$ cat config.mk
export PLATFORM = sky130hd
export DESIGN_NAME = can_tx_sched
export DESIGN_NICKNAME = d
export VERILOG_FILES = /design/src/rtl/can_tx_pkg.sv /design/src/rtl/can_tx_mbox.sv /design/src/rtl/can_tx_pick.sv /design/src/rtl/can_tx_sched.sv
export SDC_FILE = /design/constraint.sdc
export NUM_CORES = 1
export LEC_CHECK = 0
export ABC_AREA = 0
export ABC_CLOCK_PERIOD_IN_PS = 5800
export BUFFER_PORTS_ARGS = -buffer_cell sky130_fd_sc_hd__buf_2
export CAP_MARGIN = 20
export CORE_MARGIN = 2
export CORE_UTILIZATION = 50
export CTS_BUF_LIST = sky130_fd_sc_hd__clkbuf_16
export CTS_CLUSTER_DIAMETER = 40
export DETAILED_ROUTE_END_ITERATION = 7
export PLACE_DENSITY = 0.73
export REMOVE_ABC_BUFFERS = 1
export SYNTH_ARGS = -nofsm -noshare
export SYNTH_HDL_FRONTEND = slang
export SYNTH_SLANG_ARGS = --single-unit
export TNS_END_PERCENT = 20
$ cat constraint.sdc
create_clock -name clk -period 5.8 [get_ports clk]
set_clock_uncertainty 0.15 [all_clocks]
set_input_delay 0 -clock clk [delete_from_list [all_inputs] [get_ports clk]]
set_output_delay 0 -clock clk [all_outputs]
set_load 0.03 [all_outputs]
$ cat src/rtl/can_tx_pkg.sv
package can_tx_pkg;
  localparam int STAT_W = 2;
  localparam logic [STAT_W-1:0] TXS_OK  = 2'b00;
  localparam logic [STAT_W-1:0] TXS_ERR = 2'b01;
  localparam logic [STAT_W-1:0] TXS_ARB = 2'b10;

  typedef enum logic {SCH_IDLE = 1'b0, SCH_BUSY = 1'b1} sch_state_e;
endpackage

$ cat src/rtl/can_tx_mbox.sv
module can_tx_mbox #(
  parameter int ID_W  = 11,
  parameter int POS_W = 2
) (
  input  logic             clk,
  input  logic             rst_n,
  input  logic             load_i,
  input  logic [ID_W-1:0]  id_i,
  input  logic [POS_W-1:0] pos_i,
  input  logic             shift_i,
  input  logic             finish_i,
  input  logic             ok_i,
  output logic             pending_o,
  output logic [ID_W-1:0]  id_o,
  output logic [POS_W-1:0] pos_o,
  output logic             done_o,
  output logic             ok_o
);
  logic             pend_q, pend_d;
  logic [ID_W-1:0]  id_q, id_d;
  logic [POS_W-1:0] pos_q, pos_d;
  logic             done_q, done_d;
  logic             ok_q, ok_d;
  logic             flag_en, pos_en;

  assign flag_en = load_i | finish_i;
  assign pos_en  = load_i | shift_i;

  always_comb begin
    pend_d = pend_q;
    done_d = done_q;
    ok_d   = ok_q;
    id_d   = id_q;
    pos_d  = pos_q;
    if (load_i) begin
      pend_d = 1'b1;
      done_d = 1'b0;
      ok_d   = 1'b0;
      id_d   = id_i;
      pos_d  = pos_i;
    end else begin
      if (finish_i) begin
        pend_d = 1'b0;
        done_d = 1'b1;
        ok_d   = ok_i;
      end
      if (shift_i) pos_d = pos_q - POS_W'(1);
    end
  end

  always_ff @(posedge clk or negedge rst_n) begin
    if (!rst_n) begin
      pend_q <= 1'b0;
      done_q <= 1'b0;
      ok_q   <= 1'b0;
    end else if (flag_en) begin
      pend_q <= pend_d;
      done_q <= done_d;
      ok_q   <= ok_d;
    end
  end

  always_ff @(posedge clk or negedge rst_n) begin
    if (!rst_n) begin
      id_q <= '0;
    end else if (load_i) begin
      id_q <= id_d;
    end
  end

  always_ff @(posedge clk or negedge rst_n) begin
    if (!rst_n) begin
      pos_q <= '0;
    end else if (pos_en) begin
      pos_q <= pos_d;
    end
  end

  assign pending_o = pend_q;
  assign id_o      = id_q;
  assign pos_o     = pos_q;
  assign done_o    = done_q;
  assign ok_o      = ok_q;

  // an accepted request arms the mailbox with its identifier, flags cleared
  assert_load_arms_R1: assert property (@(posedge clk) disable iff (!rst_n)
    load_i |=> (pend_q && (id_q == $past(id_i)) && !done_q && !ok_q));

  // success is only ever reported together with completion
  assert_ok_needs_done_R5: assert property (@(posedge clk) disable iff (!rst_n)
    ok_q |-> done_q);
endmodule

$ cat src/rtl/can_tx_pick.sv
module can_tx_pick #(
  parameter int NUM_MB = 3,
  parameter int ID_W   = 11,
  parameter int POS_W  = 2,
  parameter int IDX_W  = 2
) (
  input  logic [NUM_MB-1:0]       pending_i,
  input  logic [NUM_MB*ID_W-1:0]  ids_i,
  input  logic [NUM_MB*POS_W-1:0] pos_i,
  input  logic                    order_i,
  output logic                    any_o,
  output logic [IDX_W-1:0]        win_o
);
  logic [ID_W-1:0]  id_a  [NUM_MB];
  logic [POS_W-1:0] pos_a [NUM_MB];

  for (genvar g = 0; g < NUM_MB; g++) begin : g_unpack
    assign id_a[g]  = ids_i[g*ID_W +: ID_W];
    assign pos_a[g] = pos_i[g*POS_W +: POS_W];
  end

  logic [ID_W-1:0]  best_id;
  logic [POS_W-1:0] best_pos;
  logic             found;

  // Linear scan: a later index replaces the current best only when strictly better,
  // so equal identifiers leave the lower index in place.
  always_comb begin
    found    = 1'b0;
    win_o    = '0;
    best_id  = '0;
    best_pos = '0;
    for (int i = 0; i < NUM_MB; i++) begin
      if (pending_i[i]) begin
        if (!found || (order_i ? (pos_a[i] < best_pos) : (id_a[i] < best_id))) begin
          found    = 1'b1;
          win_o    = IDX_W'(i);
          best_id  = id_a[i];
          best_pos = pos_a[i];
        end
      end
    end
    any_o = found;
  end
endmodule

$ cat src/rtl/can_tx_sched.sv
module can_tx_sched #(
  parameter int NUM_MB = 3,
  parameter int ID_W   = 11,
  localparam int IDX_W = (NUM_MB > 1) ? $clog2(NUM_MB) : 1,
  localparam int POS_W = IDX_W,
  localparam int CNT_W = $clog2(NUM_MB + 1)
) (
  input  logic                   clk,
  input  logic                   rst_n,
  input  logic [NUM_MB-1:0]      req_stb,
  input  logic [NUM_MB*ID_W-1:0] req_id,
  input  logic                   order_by_req,
  input  logic                   single_shot,
  input  logic                   done_valid,
  input  logic [1:0]             done_status,
  output logic                   tx_start,
  output logic                   tx_busy,
  output logic [IDX_W-1:0]       tx_mb,
  output logic [ID_W-1:0]        tx_id,
  output logic [NUM_MB-1:0]      mb_pending,
  output logic [NUM_MB-1:0]      mb_done,
  output logic [NUM_MB-1:0]      mb_ok
);
  import can_tx_pkg::*;

  sch_state_e          state_q, state_d;
  logic                start_q, start_d;
  logic [IDX_W-1:0]    sel_q, sel_d;
  logic [ID_W-1:0]     txid_q, txid_d;
  logic                sel_en;

  logic [NUM_MB-1:0]       pend, accept, leave, keep, shift;
  logic [NUM_MB*ID_W-1:0]  id_flat;
  logic [NUM_MB*POS_W-1:0] pos_flat;
  logic [ID_W-1:0]         id_a   [NUM_MB];
  logic [POS_W-1:0]        pos_a  [NUM_MB];
  logic [POS_W-1:0]        pos_ld [NUM_MB];
  logic [CNT_W-1:0]        slot;
  logic                    any_pend, fire, fire_ok, fin_now;
  logic [IDX_W-1:0]        win;

  // ---------------- mailbox bank ----------------
  for (genvar g = 0; g < NUM_MB; g++) begin : g_mb
    can_tx_mbox #(.ID_W(ID_W), .POS_W(POS_W)) u_mb (
      .clk      (clk),
      .rst_n    (rst_n),
      .load_i   (accept[g]),
      .id_i     (req_id[g*ID_W +: ID_W]),
      .pos_i    (pos_ld[g]),
      .shift_i  (shift[g]),
      .finish_i (leave[g]),
      .ok_i     (fire_ok),
      .pending_o(pend[g]),
      .id_o     (id_a[g]),
      .pos_o    (pos_a[g]),
      .done_o   (mb_done[g]),
      .ok_o     (mb_ok[g])
    );
    assign id_flat[g*ID_W +: ID_W]     = id_a[g];
    assign pos_flat[g*POS_W +: POS_W]  = pos_a[g];
  end

  // ---------------- selection ----------------
  can_tx_pick #(.NUM_MB(NUM_MB), .ID_W(ID_W), .POS_W(POS_W), .IDX_W(IDX_W)) u_pick (
    .pending_i(pend),
    .ids_i    (id_flat),
    .pos_i    (pos_flat),
    .order_i  (order_by_req),
    .any_o    (any_pend),
    .win_o    (win)
  );

  // ---------------- completion decode ----------------
  assign fire    = (state_q == SCH_BUSY) && done_valid;
  assign fire_ok = (done_status == TXS_OK);
  assign fin_now = fire && (fire_ok || single_shot);

  // ---------------- queue positions for request order ----------------
  // Surviving pending mailboxes keep relative order; new arrivals go behind them.
  always_comb begin
    leave = '0;
    if (fin_now) leave[sel_q] = 1'b1;
    keep  = pend & ~leave;
    slot  = '0;
    for (int i = 0; i < NUM_MB; i++) slot = slot + CNT_W'(keep[i]);
    for (int i = 0; i < NUM_MB; i++) begin
      accept[i] = req_stb[i] & ~pend[i];
      pos_ld[i] = POS_W'(slot);
      if (accept[i]) slot = slot + CNT_W'(1);
    end
    for (int i = 0; i < NUM_MB; i++) begin
      shift[i] = keep[i] && fin_now && (pos_a[i] > pos_a[sel_q]);
    end
  end

  // ---------------- control FSM ----------------
  always_comb begin
    state_d = state_q;
    start_d = 1'b0;
    sel_d   = sel_q;
    txid_d  = txid_q;
    unique case (state_q)
      SCH_IDLE: begin
        if (any_pend) begin
          state_d = SCH_BUSY;
          start_d = 1'b1;
          sel_d   = win;
          txid_d  = id_a[win];
        end
      end
      SCH_BUSY: begin
        if (done_valid) state_d = SCH_IDLE;
      end
      default: state_d = SCH_IDLE;
    endcase
  end

  assign sel_en = (state_q == SCH_IDLE) && any_pend;

  always_ff @(posedge clk or negedge rst_n) begin
    if (!rst_n) begin
      state_q <= SCH_IDLE;
      start_q <= 1'b0;
    end else begin
      state_q <= state_d;
      start_q <= start_d;
    end
  end

  always_ff @(posedge clk or negedge rst_n) begin
    if (!rst_n) begin
      sel_q  <= '0;
      txid_q <= '0;
    end else if (sel_en) begin
      sel_q  <= sel_d;
      txid_q <= txid_d;
    end
  end

  assign tx_start   = start_q;
  assign tx_busy    = (state_q == SCH_BUSY);
  assign tx_mb      = sel_q;
  assign tx_id      = txid_q;
  assign mb_pending = pend;

  // a start always hands over a mailbox that is pending
  assert_start_pending_R4: assert property (@(posedge clk) disable iff (!rst_n)
    tx_start |-> (tx_busy && pend[tx_mb]));

  // the in-flight choice is held until completion
  assert_hold_choice_R4: assert property (@(posedge clk) disable iff (!rst_n)
    (tx_busy && !tx_start) |-> ($stable(tx_mb) && $stable(tx_id)));

  // a failed attempt with retries enabled keeps the mailbox pending
  assert_retry_keeps_R6: assert property (@(posedge clk) disable iff (!rst_n)
    (tx_busy && done_valid && (done_status != TXS_OK) && !single_shot)
      |=> (pend[$past(tx_mb)] && !tx_busy));

  // a failed single-shot attempt drops the frame without success
  assert_single_drop_R7: assert property (@(posedge clk) disable iff (!rst_n)
    (tx_busy && done_valid && (done_status != TXS_OK) && single_shot)
      |=> (!pend[$past(tx_mb)] && mb_done[$past(tx_mb)] && !mb_ok[$past(tx_mb)]));

  // a completion strobe while idle leaves every flag alone
  assert_idle_done_R8: assert property (@(posedge clk) disable iff (!rst_n)
    (!tx_busy && done_valid && (req_stb == '0)) |=> ($stable(mb_done) && $stable(mb_ok)));
endmodule

# [Word-level counts from Yosys, hierarchy flattened]
# Cells that the tools add are included.
[word_totals] ff_bits=63 out_inout_bits=24 word_cells=139
[op_classes] addsub=7 order_cmp=11 mux=56 n_bitwise=17 n_reduce_logical=29
[ops] op="two-way mux 11 bit" count=5
[ops] op="two-way mux 2 bit" count=16
[ops] op="two-way mux 1 bit" count=30
[ops] op="binary-select mux 11 bit (select 2 bit)" count=1
[ops] op="< comparator 11 bit" count=2
[ops] op="AND reduction 2 bit" count=6
[ops] op="nonzero test 2 bit" count=6
[ops] op="logical AND 1 bit" count=10
[ops] op=">= comparator 3 bit (second input constant)" count=2
[ops] op="greater-than comparator 2 bit" count=3
[ops] op="inverter 2 -> 3 bit" count=2
[ops] op="bitwise OR 1 bit" count=6
[ops] op="subtractor 2 x 1 -> 2 bit (second input constant)" count=3
[ops] op="adder 2 x 1 -> 2 bit (second input constant)" count=2
[ops] op="binary-select mux 2 bit (select 2 bit)" count=1
[ops] op="< comparator 2 bit" count=2
[ops] op="inverter 1 bit" count=4
[ops] op="bitwise AND 1 bit" count=3
[ops] op="bitwise AND 3 bit" count=1
[ops] op="logical OR 1 bit" count=3
[ops] op="< comparator 2 x 3 -> 1 bit (second input constant)" count=1
[ops] op="two-way mux 3 bit" count=1
[ops] op="inverter 3 bit" count=1
[ops] op="AND reduction 3 bit" count=1
[ops] op="7 further kinds" count=8

# [Depth between registers and ports, before layout]
[logic_depth] depth_word=15 mapped_depth=20 depth_no_buf=17

# [Hierarchy]
# From an unflattened synthesis, not the netlist that was laid out.
[hier_totals] cells_unflattened=381 hier_area_um2=3960.0
[by_module_without_submodules] mod="can_tx_mbox" n_inst=3 cells_each=42 area_each_um2=649.4 seq_area_each_um2=400.4
[by_module_without_submodules] mod="can_tx_sched" n_inst=1 cells_each=132 area_each_um2=1169.9 seq_area_each_um2=375.4
[by_module_without_submodules] mod="can_tx_pick" n_inst=1 cells_each=123 area_each_um2=842.1 seq_area_each_um2=0.0

# [Worst setup path after synthesis]
# OpenSTA, ideal clock, no wires.
[synth_timing] kind="register to register" startpoint="register g_mb[0].u_mb.pend_q" endpoint="register txid_q[1] (netlist: tx_id[1])" arrival_time_ns=4.496 required_ns=5.527 setup_slack_ns=1.031 path_stages_with_launch=21 path_buffers=4 cell_sequence="dfrtp_1 -> buf_6 -> clkbuf_1 -> nand2_1 -> ha_1 -> nand4_1 -> o21ai_1 -> a221oi_2 -> o21ai_0 -> clkbuf_1 -> nand3_1 -> and2_1 -> ha_1 -> a21o_1 -> a21o_1 -> a211o_1 -> or4_1 -> o221ai_2 -> o211ai_2 -> buf_6 -> o221a_1"
[synth_via] elab_chain_len=15
[synth_rtl] item="start, declared" line_no="can_tx_mbox.sv:19" rtl="logic pend_q, pend_d;"
[synth_rtl] item="start signal, assigned" line_no="can_tx_mbox.sv:57" rtl="pend_q <= pend_d;"
[synth_rtl] item="two-way mux 11 bit / two-way mux 2 bit (equally long branches)" line_no="can_tx_pick.sv:34" rtl="if (pending_i[i]) begin"
[synth_rtl] item="< comparator 11 bit / < comparator 2 bit (equally long branches)" line_no="can_tx_pick.sv:35" rtl="if (!found || (order_i ? (pos_a[i] < best_pos) : (id_a[i] < best_id))) begin"
[synth_rtl] item="two-way mux 1 bit" line_no="can_tx_pick.sv:35"
[synth_rtl] item="logical OR 1 bit" line_no="can_tx_pick.sv:35"
[synth_rtl] item="two-way mux 11 bit / two-way mux 2 bit (equally long branches)" line_no="can_tx_pick.sv:35"
[synth_rtl] item="two-way mux 11 bit / two-way mux 2 bit (equally long branches)" line_no="can_tx_pick.sv:34"
[synth_rtl] item="< comparator 11 bit / < comparator 2 bit (equally long branches)" line_no="can_tx_pick.sv:35"
[synth_rtl] item="two-way mux 1 bit" line_no="can_tx_pick.sv:35"
[synth_rtl] item="logical OR 1 bit" line_no="can_tx_pick.sv:35"
[synth_rtl] item="two-way mux 2 bit" line_no="can_tx_pick.sv:35"
[synth_rtl] item="two-way mux 2 bit" line_no="can_tx_pick.sv:34"
[synth_rtl] item="inverter 2 -> 3 bit (not written as such)" line_no="can_tx_sched.sv:108" rtl="txid_d = id_a[win];"
[synth_rtl] item="binary-select mux 11 bit (select 2 bit)" line_no="can_tx_sched.sv:108"
[synth_rtl] item="two-way mux 11 bit (not written as such) (2 in a row)" line_no="can_tx_sched.sv:108"
[synth_rtl] item="end signal, assigned" line_no="can_tx_sched.sv:136" rtl="txid_q <= txid_d;"
[synth_rtl] item="end, declared" line_no="can_tx_sched.sv:29" rtl="logic [ID_W-1:0] txid_q, txid_d;"
# Parallel ways exist; a longest one is shown, timed or not. The select of a mux whose other input is x is not followed.
# A chain may end at the register's enable or synchronous reset.

# [Worst setup path in the final report]
[layout_timing] startpoint="register g_mb[0].u_mb.pend_q" endpoint="register txid_q[3] (netlist: tx_id[3])"
# The elaborated chain is that of the path after synthesis.

==> reports/results.ini <==
[worst_setup_path]
startpoint_type=flip-flop
reg2reg_to=tx_id[3]
cp-end-kind=flip-flop
worstSetupPathType=reg -> reg
r2r_cells=16
cp.arrival_ns=5.33
required_ns=5.86
crit_fanout=20
ff2ff_setup_slack_ns=0.53
r2r-start=g_mb[0].u_mb.pending_o

[sta]
rsz0062_at_grt=no
finalSetupViolations=0
finalHoldViolations=0
setup_tns_ns=0
setup_ws_ns=0.528
tightest_slew_ns=1.07
slew_headroom_pct=28.5
finalCritPeriodShare_pct=90.9
layout_min_cycle_time_ns=5.27
fmax_mhz=190
slew_violations=0

[route]
drtPass1Iterations=5
ant_nets=0
drt_iter0_markers=210
viasPerCell=5.58
wl_per_cell_um=16.4
drc_errors=0
vias=3214
routed_wl_mm=9.44

[placed_design]
portBuffers=66
globalplace.congestion=0.852
dp_hpwl_mm=6.46
place_ws_ns=0.304

[layout]
area_growth_pct=26.5
multi_input_area_sq_um=2040
seq_area_sq_um=1580
final_core_util_pct=66.0
layout.nets=544
diodes=0
num-fill-cells=606
drive_above_1_share_pct=28.1

[hold_path]
min_from=single_shot
min_delay_worst_endpoint=g_mb[1].u_mb.done_o
holdPathStages=3
hold_class=in -> reg

[synthesis]
ys_types=51
synth-edff-count=0
netlist_top_cells_area=dfrtp_1 41%, mux2_2 9.5%, ha_1 9.2%, nand2_1 6.3%, o221a_1 3.3%
synthArstFlopShare_pct=100
syn_avg_cell_area_sq_um=10.1
seq_area_frac_synth_pct=41.5
ys_ff_latch=63
yosysTopAreaCellShare_pct=41.5
netlist_instances=376
yosysWarnings=0
netlist_area_sq_um=3800
synth_top_area_cell=dfrtp_1
synth_ff_type=dfrtp_1

[global_route]
grt_max_degree=64
grt_usage_pct=24.2
antenna_found_initial=0
grt_pass1_vias=3255
overflow=0
grt_pass1_wl_mm=16.0

[floorplan]
die_y_um=91.2
pin_count=67
rows=31
start_util_pct=52.1
dieArea_sq_um=8320
die_x_um=91.2
core-area_sq_um=7290

[cts]
cts_max_level=3
clock-sinks=63
clk_latency_ns=0.33
path_clk_slew_ns=0.05
tritoncts=done
ctsLongestPathBuffers=2
cts-root-buf=clkbuf_16
cts_buffers=9

[pwr]
leakage_nw=2.24
vdd_ir_drop_max_mv=0.306
powerDensity_nw_per_um2=680

[job]
cap_viol_max_count=0

[run_status]
status=finished, final reports clean

[worst max-delay path: stages (launching register included)]
cell and delay (ns):
dfrtp_1 0.75, nand2_1 0.12, ha_1 0.38, a21oi_1 0.08, a21boi_0 0.31, a221oi_2 0.11
o21ai_1 0.55, and2_1 0.33, a21boi_0 0.13, ha_1 0.20, a21o_1 0.17, a21o_1 0.17
a211o_1 0.32, or4_1 0.50, o221ai_2 0.21, o211ai_2 0.31, o221a_1 0.36
[cell usage in the layout (no fill, tap or decap), drive strengths merged, types with 6 or more instances in the layout]
master and n:
ha 28, a21boi 7, or2b 10, buf 71, nand2b 6, o21ai 14, clkbuf 9, o221a 11
dfrtp 63, a21oi 16, dlygate4sd3 38, nor2b 7, mux2 32, nand2 64, nor2 15, inv 13
[kinds of logic after synthesis]
kind of cell               synth area share, %
DFF                                       41.5
and+or+nand+nor                           17.0
xor gates and xnor gates                  1.61
AOI/OAI and AO/OA                         14.9
adders and majority gates                 9.74
muxes                                     10.3
buffers and inverters                     5.03
[layer usage]
metal,vias to the layer above,wire length (um),track usage [%]
li1,1520,-,-
met1,1581,4320,32.2
met2,93,4520,39.6
met3,20,385,3.90
met4,0,218,9.60
met5,-,0,0
[metrics by stage]
stage / area [sq um] / hold WS (ns) / instances / power (mW)
after global routing: 4810 / 0.113 / 576 / 3.56
after floorplan: 3660 / -0.446 / 352 / 2.20
after CTS: 4810 / 0.0592 / 576 / 3.27
after detailed placement: 4150 / 0.0641 / 522 / 2.72
after global placement: 4150 / 0.0623 / 522 / 2.64
final: 4810 / 0.0825 / 576 / 3.27
[cell usage after synthesis (all sizes together) (6+ instances only)]
master  number
nor2        15
ha          28
nor2b        7
clkbuf      11
or2b        10
dfrtp       63
inv         12
mux2        32
o221a       11
buf         13
a21boi       7
nand2b       6
o21ai       14
a21oi       16
nand2       64
[state kept, by name, summed over array words and instances, names as in the netlist]
name                 flops
g_mb.u_mb.id_o          33
tx_id                   11
g_mb.u_mb.pos_o          6
g_mb.u_mb.done_o         3
g_mb.u_mb.ok_o           3
g_mb.u_mb.pending_o      3
tx_mb                    2
tx_busy                  1
tx_start                 1
[area by class of cell]
class,count,area share [%]
clock inverter,7,1.14
inverter,12,0.936
timing repair buffer,109,15.6
multi-input combinational,277,42.3
clock buffer,9,4.68
tap,99,2.57
sequential,63,32.8
[power breakdown]
| part | leakage [nW] | internal, mW | switching, mW |
|---|---|---|---|
| Clock | 0.143 | 0.324 | 0.183 |
| Sequential | 0.743 | 0.661 | 0.244 |
| Combinational | 1.36 | 0.825 | 1.03 |
| Total | 2.24 | 1.81 | 1.46 |
[what timing repair did]
item,CTS,global route
hold endpoints to repair,101,0
hold buffers,38,0
resized for setup,0,1
buffers inserted,0,0
setup endpoints to repair,0,12
[worst max-delay path by stage]
| stage | start | end | slack [ns] | depth (start not counted) |
|---|---|---|---|---|
| after global routing | g_mb[0].u_mb.pending_o | tx_id[5] | 0.11 | 16 |
| after global placement | g_mb[0].u_mb.pending_o | tx_id[4] | 0.49 | 16 |
| final | g_mb[0].u_mb.pending_o | tx_id[3] | 0.53 | 16 |
| after floorplan | g_mb[0].u_mb.pending_o | tx_id[8] | 0.77 | 16 |
| after CTS | g_mb[0].u_mb.pending_o | tx_id[5] | 0.28 | 16 |
| after detailed placement | g_mb[0].u_mb.pending_o | tx_id[1] | 0.30 | 16 |
No activity file was read; power rests on OpenSTA's default activity.
